$ cat src/rtl/cfgs_pkg.sv
package cfgs_pkg;

  // Gating decoded from the pins for one cycle.
  typedef struct packed {
    logic run;  // enabled, selected and data left
    logic clr;  // enable low: clear the counter
  } cfgs_gate_t;

  // Content of ROM location a: parity of the masked address.
  function automatic logic pat_bit(input int unsigned a, input int unsigned mask);
    return ^(a & mask);
  endfunction

endpackage

$ cat src/rtl/cfgs_clkgen.sv
module cfgs_clkgen #(
  parameter int HALF_DIV    = 3,
  parameter int SYNC_STAGES = 2
) (
  input  logic clk,
  input  logic rst,
  input  logic master_i,
  input  logic run_i,
  input  logic cclk_ext_i,
  output logic cclk_gen_o,
  output logic step_o
);
  localparam int DW = (HALF_DIV > 1) ? $clog2(HALF_DIV) : 1;

  logic [DW-1:0]        div_q;
  logic                 gen_q;
  logic [SYNC_STAGES:0] sync_q;
  logic                 wrap;
  logic                 ext_rise;

  assign wrap = (div_q == DW'(HALF_DIV - 1));

  // Master divider: toggles every HALF_DIV cycles while running.
  always_ff @(posedge clk) begin
    if (rst || !run_i || !master_i) begin
      div_q <= '0;
      gen_q <= 1'b0;
    end else if (wrap) begin
      div_q <= '0;
      gen_q <= ~gen_q;
    end else begin
      div_q <= div_q + DW'(1);
    end
  end

  // Slave path: resynchronise the upstream clock, last stage kept for edge detect.
  always_ff @(posedge clk) begin
    if (rst) sync_q <= '0;
    else     sync_q <= {sync_q[SYNC_STAGES-1:0], cclk_ext_i};
  end

  assign ext_rise   = sync_q[SYNC_STAGES-1] & ~sync_q[SYNC_STAGES];
  assign step_o     = run_i & (master_i ? (wrap & ~gen_q) : ext_rise);
  assign cclk_gen_o = gen_q;

endmodule

$ cat src/rtl/cfgs_addr.sv
module cfgs_addr #(
  parameter int LEN = 64,
  parameter int AW  = $clog2(LEN + 1),
  parameter int IW  = $clog2(LEN)
) (
  input  logic          clk,
  input  logic          rst,
  input  logic          clr_i,
  input  logic          step_i,
  output logic [IW-1:0] idx_o,
  output logic          done_o
);
  logic [AW-1:0] addr_q;
  logic          done_q;

  always_ff @(posedge clk) begin
    if (rst || clr_i) begin
      addr_q <= '0;
      done_q <= 1'b0;
    end else if (step_i) begin
      addr_q <= addr_q + AW'(1);
      if (addr_q == AW'(LEN - 1)) done_q <= 1'b1;
    end
  end

  assign idx_o  = addr_q[IW-1:0];
  assign done_o = done_q;

endmodule

$ cat src/rtl/cfgs_rom.sv
module cfgs_rom #(
  parameter int          LEN      = 64,
  parameter int unsigned PAT_MASK = 32'h2D,
  parameter int          IW       = $clog2(LEN)
) (
  input  logic          clk,
  input  logic [IW-1:0] idx_i,
  output logic          bit_o
);
  logic mem [LEN];
  logic rd_q;

  initial begin
    for (int unsigned i = 0; i < LEN; i++) mem[i] = cfgs_pkg::pat_bit(i, PAT_MASK);
  end

  // Registered read so the array maps onto block memory.
  always_ff @(posedge clk) rd_q <= mem[idx_i];

  assign bit_o = rd_q;

endmodule

$ cat src/rtl/cfgs_pins.sv
module cfgs_pins #(
  parameter bit POST_DRIVE_HIGH = 1'b1
) (
  input  logic clk,
  input  logic rst,
  input  logic master_i,
  input  logic ena_i,
  input  logic cs_n_i,
  input  logic done_i,
  input  logic rom_bit_i,
  output logic sdo_o,
  output logic sdo_oe_o,
  output logic cclk_oe_o,
  output logic casc_n_o
);
  always_ff @(posedge clk) begin
    if (rst) begin
      sdo_o     <= 1'b0;
      sdo_oe_o  <= 1'b0;
      cclk_oe_o <= 1'b0;
      casc_n_o  <= 1'b1;
    end else begin
      sdo_o     <= done_i ? 1'b1 : rom_bit_i;
      sdo_oe_o  <= ena_i & ~cs_n_i & (~done_i | POST_DRIVE_HIGH);
      cclk_oe_o <= master_i;
      casc_n_o  <= ~done_i;
    end
  end

endmodule

$ cat src/rtl/cfgs_streamer.sv
module cfgs_streamer #(
  parameter int          LEN             = 64,
  parameter int          HALF_DIV        = 3,
  parameter int          SYNC_STAGES     = 2,
  parameter int unsigned PAT_MASK        = 32'h2D,
  parameter bit          POST_DRIVE_HIGH = 1'b1
) (
  input  logic clk,
  input  logic rst,
  input  logic master_i,
  input  logic ena_i,
  input  logic cs_n_i,
  input  logic cclk_i,
  output logic cclk_o,
  output logic cclk_oe_o,
  output logic sdo_o,
  output logic sdo_oe_o,
  output logic done_o,
  output logic casc_n_o
);
  import cfgs_pkg::*;

  localparam int AW = $clog2(LEN + 1);
  localparam int IW = $clog2(LEN);

  cfgs_gate_t    gate;
  logic          done;
  logic          step;
  logic [IW-1:0] idx;
  logic          rom_bit;

  always_comb begin
    gate.clr = ~ena_i;
    gate.run = ena_i & ~cs_n_i & ~done;
  end

  cfgs_clkgen #(.HALF_DIV(HALF_DIV), .SYNC_STAGES(SYNC_STAGES)) u_clk (
    .clk(clk), .rst(rst), .master_i(master_i), .run_i(gate.run),
    .cclk_ext_i(cclk_i), .cclk_gen_o(cclk_o), .step_o(step)
  );

  cfgs_addr #(.LEN(LEN), .AW(AW), .IW(IW)) u_addr (
    .clk(clk), .rst(rst), .clr_i(gate.clr), .step_i(step),
    .idx_o(idx), .done_o(done)
  );

  cfgs_rom #(.LEN(LEN), .PAT_MASK(PAT_MASK), .IW(IW)) u_rom (
    .clk(clk), .idx_i(idx), .bit_o(rom_bit)
  );

  cfgs_pins #(.POST_DRIVE_HIGH(POST_DRIVE_HIGH)) u_pins (
    .clk(clk), .rst(rst), .master_i(master_i), .ena_i(ena_i), .cs_n_i(cs_n_i),
    .done_i(done), .rom_bit_i(rom_bit), .sdo_o(sdo_o), .sdo_oe_o(sdo_oe_o),
    .cclk_oe_o(cclk_oe_o), .casc_n_o(casc_n_o)
  );

  assign done_o = done;

endmodule

$ cat config.mk
export PLATFORM = sky130hd
export DESIGN_NAME = cfgs_streamer
export DESIGN_NICKNAME = d
export VERILOG_FILES = /design/src/rtl/cfgs_pkg.sv /design/src/rtl/cfgs_clkgen.sv /design/src/rtl/cfgs_addr.sv /design/src/rtl/cfgs_rom.sv /design/src/rtl/cfgs_pins.sv /design/src/rtl/cfgs_streamer.sv
export SDC_FILE = /design/constraint.sdc
export NUM_CORES = 1
export LEC_CHECK = 0
export CAP_MARGIN = 20
export CORE_MARGIN = 5
export CORE_UTILIZATION = 49
export DETAILED_ROUTE_END_ITERATION = 8
export GPL_TIMING_DRIVEN = 1
export PLACE_DENSITY = 0.74
export REMOVE_ABC_BUFFERS = 1
export SLEW_MARGIN = 20
export SYNTH_ARGS = -nofsm -noshare
export SYNTH_HDL_FRONTEND = slang
export SYNTH_SLANG_ARGS = --single-unit
$ cat constraint.sdc
create_clock -name clk -period 1.95 [get_ports clk]
set_input_delay 0.4875 -clock clk [delete_from_list [all_inputs] [get_ports clk]]
set_output_delay 0.4875 -clock clk [all_outputs]
set_load 0.02 [all_outputs]
; ---- Word-level counts from Yosys, hierarchy flattened
; Memories as Yosys holds them, arrays and structs flattened. A register that Yosys moved wholly into a read port is not among the register bits.
; Cells that the tools add are included.
[classes]
addsub = 2
n_mux = 2
n_eq_ne = 2
n_reduce_logical = 7
bitwise_logic = 10
[ops]
columns = cell, n
row1 = $add 7x1->7 const B, 1
row2 = $eq 7x6->1 const B, 1
row3 = $and 1x1->1, 5
row4 = $not 1->1, 5
row5 = $logic_or 1x1->1, 3
row6 = $add 2x1->2 const B, 1
row7 = $eq 2x2->1 const B, 1
row8 = $logic_not 1->1, 2
row9 = $mux 1, 2
row10 = $reduce_and 2->1, 1
row11 = $reduce_or 2->1, 1
[totals]
memories = 1
output_inout_bits = 6
elab_cells = 33
mem_bits_ro = 64
reg_bits = 18
[memory_table]
columns = name, depth, word_bits, rd, rd_ports_with_merged_regs, write_ports, line
row1 = u_rom.mem, 64, 1, 1, 1, 0, cfgs_rom.sv:10  ; logic mem [LEN];

; ---- Longest topological paths before layout
[logic_depth]
word_depth = 7
mapped_depth = 6
ltp_nobuf = 6

; ---- Hierarchy
; A second synthesis with hierarchy kept.
[hier_totals]
hier_cells = 75
area_unflattened_um2 = 767.0
[by_module_without_submodules]
columns = mod, seq_area_each_um2, cells_per_inst, n_inst, area_each_um2
row1 = cfgs_addr, 160.2, 42, 1, 376.6
row2 = cfgs_clkgen, 120.1, 19, 1, 212.7
row3 = cfgs_pins, 80.1, 8, 1, 115.1
row4 = cfgs_rom, 20.0, 4, 1, 46.3
row5 = cfgs_streamer, 0.0, 2, 1, 16.3

; ---- Least setup slack after synthesis
; No wires, ideal clock.
[synth_path]
kind = register to register
start = reg u_clk.div_q[0]
end = reg u_addr.addr_q[6]
required_ps = 1835
arrival_ps = 1296
path_buffers = 0
path_stages_with_launch = 7
path_slack_ps = 540
cell_sequence = dfxtp_1 inv_1 ha_1 and3b_2 o21ai_0 o31a_1 o21a_1
[synth_between]
elab_chain_len = 4
[synth_rtl]
columns = item, line
row1 = from (decl), cfgs_clkgen.sv:15  ; logic [DW-1:0] div_q;
row2 = from (signal assigned), cfgs_clkgen.sv:32  ; div_q <= div_q + DW'(1);
row3 = $eq 2x2->1, cfgs_clkgen.sv:21  ; assign wrap = (div_q == DW'(HALF_DIV - 1));
row4 = $and 1x1->1, cfgs_clkgen.sv:43  ; assign step_o = run_i & (master_i ? (wrap & ~gen_q) : ext_rise);
row5 = $mux 1, cfgs_clkgen.sv:43
row6 = $and 1x1->1, cfgs_clkgen.sv:43
row7 = to (signal assigned), cfgs_addr.sv:21  ; addr_q <= addr_q + AW'(1);
row8 = to (decl), cfgs_addr.sv:13  ; logic [AW-1:0] addr_q;
; Every way passes these cells.
; A chain may end at the register's enable or synchronous reset.

; ---- Worst setup path in the final report
[layout_path]
start = reg u_clk.gen_q (netlist: u_clk.cclk_gen_o)
end = out cclk_o
[layout_lines]
columns = item, line
row1 = from (decl), cfgs_clkgen.sv:16  ; logic gen_q;
row2 = from (signal assigned), cfgs_clkgen.sv:30  ; gen_q <= ~gen_q;
row3 = to (decl), cfgs_streamer.sv:14  ; output logic cclk_o,
; No word-level cell between the ends.

==> results.md <==
* Placed cells at 102
* Post-cts sizing count at 0
* EDFF count, synth at 0
* First-pass GRT wire length at 2.06 mm
* VDD IR-drop max at ~0.00043 V
* Most frequent cells in the layout: dfxtp_1 (19), clkdlybuf4s50_1 (10), nor2_1 (8), nor2b_1 (5)
* Worst-path fanout max at 3
* Die height at 48.8 microns
* I/O pin count at 12
* Layout cells sized above 1 at 0.122
* Worst path max stage delay at about 0.62 ns
* Initial antenna violation count at 0
* Fin. Hold Viols at 0
* Initial Util at 0.503
* Seq cells post-synth at 19
* Post-DRT Antenna Nets at 0
* Post-DP Area at 900 sq um
* Gpl congestion at 0.693
* WL final at 1.19 mm
* Setup Viol. Count Final at 0
* Drt drc at 0
* Status: finished, final reports clean
* YS warnings at 0
* TritonCTS Buffers at 3
* Mapped Avg Cell Area at 10.4 sq um
* Most common cell after layout, fill and taps aside: dfxtp_1
* Largest net degree at the start of global routing at 11
* Final setup TNS at 0 ns
* Total power at around 0.63 mW
* CP Capture Type: primary output
* CP arrival at 1.29 ns
* Crit path time final at 1.77 ns
* Area growth syn-to-layout at 25.5%
* Slew HR at 0.764
* HP Start: u_clk.div_q[0]$_SDFF_PP0_
* Seq/Total Area, Yosys at 0.514
* Via count of the routed design at 537
* Vias/cell at 5.07
* CTS tree: yes
* Vias in the first global route at between 400 and 500
* FFs w/ async S/R, synth at 0
* Synthesized area at approximately 740 sq um
* Total gr overflow at 0
* Final Util at 0.631
* Crit path from: u_clk.cclk_gen_o$_SDFFE_PP0N_
* Finished Cell Area at 928 sq um
* Max Cap Viol at 0
* # diodes at 0
* Netlist cell types at 24
* Hold slack at 0.422 ns
* Crit-path leading delay family: buffers and inverters
* Critical-path top delay cell: clkdlybuf4s50_1
* Pwr dens at around 670 nW/um^2
* PnR worst setup slack at around 0.18 ns
* Detailed Place HPWL at 934 microns
* Clk root buf: clkbuf_4
* Clock sinks at 19
* Pins over their slew limit at 0
* Startpoint types: flop
* Row count at 14
* Critical-path cell list: clkdlybuf4s50_1
* Post-Syn Instances at 71
* RSZ-0062 raised after global routing: false
* Synth Flop Type: dfxtp_1
* Post-placement setup slack at -0.0149 ns
* Die width at 48.8 microns
* Worst path required time at 1.46 ns
* Die ar. at around 2400 sq um
* Bufs and invs on worst path at 1
* Worst-skew pair later-pin latency at slightly below 0.3 ns
* Avg WL per Cell at 11.2 microns
* Fin cells at 106
* Lkg Pwr at 0.363 nW
* GRT Overall Usage at 0.111
* CORE AREA at between 1000 and 1500 sq um
* Max clock buf depth at 2
* Worst r2r src: u_clk.div_q[0]$_SDFF_PP0_
* Worst slew pin tran at 0.351 ns
* Setup Fix Bufs, Post-CTS at 0
* Port bufs at 11
* H-Tree Level Count at 1
* Final net count at 99
* Post-CTS Hold Fix Bufs at 0
* HP Class: flop to flop
* Fmax at 564 MHz
* DR iter-0 viols at 11
* Layout Skew at 0.00386 ns
* Worst-path clk slew at ~0.090 ns
* Final Cycle Share at 0.910
* CP Class: flop to primary output
* Drt first pass iters at 4
==> cells by family (layout without fill, tap and decap cells) <==
logic type	count (synthesis)	in the layout	synth area share
flip-flops	19	19	0.514
AND/OR/NAND/NOR	29	29	0.240
buffers and inverters	2	21	0.0102
adder cells (fa/ha/maj)	2	2	0.0338
XOR/XNOR	8	8	0.0947
AO/OA/AOI/OAI	11	11	0.107
==> power breakdown <==
part	internal, mW	switching (mW)	total, mW
Sequential	0.393	0.00186	0.395
Combinational	0.0213	0.0173	0.0387
Clock	0.0797	0.112	0.192
==> state kept, by name, indices dropped and copies added (netlist names) <==
name              flops
u_rom.bit_o           1
u_clk.sync_q          3
u_clk.cclk_gen_o      1
u_addr.addr_q         7
u_clk.div_q           2
u_pins.casc_n_o       1
u_pins.sdo_oe_o       1
u_addr.done_o         1
u_pins.sdo_o          1
u_pins.cclk_oe_o      1
==> metal layers <==
layer,track usage,part of all wire
met5,0,0
met4,0.0807,0.030
met3,0.0336,0.058
met2,0.161,0.44
met1,0.137,0.47
==> final cells by class <==
type,instances,area [sq um]
Clock buffer,4,26.3
Inverter,2,7.51
Tap cell,16,20.0
Fill cell,138,543
Sequential cell,19,380
Multi-Input combinational cell,50,352
Timing Repair Buffer,15,143
==> cell usage after synthesis, types with 2 or more instances <==
library cell  number  area [sq um]
dfxtp_1           19           380
nand2_1            4          15.0
o2111ai_1          2          17.5
nor3b_4            2          37.5
o21ai_0            4          20.0
xor2_1             4          35.0
nor2_1             8          30.0
nor3_1             2          10.0
o21a_1             2          15.0
inv_1              2          7.51
xnor2_1            4          35.0
ha_1               2          25.0
nor2b_1            5          31.3
==> worst paths after layout <==
path / endpoint / slack (ns) / cells past startpoint
hold reg to reg: u_clk.div_q[0]$_SDFF_PP0_ / 0.42 / 1
setup reg to reg: u_addr.addr_q[6]$_SDFFE_PP0P_ / 0.43 / 6
hold / removal: u_clk.div_q[0]$_SDFF_PP0_ / 0.42 / 1
setup / recovery: cclk_o / 0.18 / 1
Note: power is estimated with default switching activity, not from simulation.
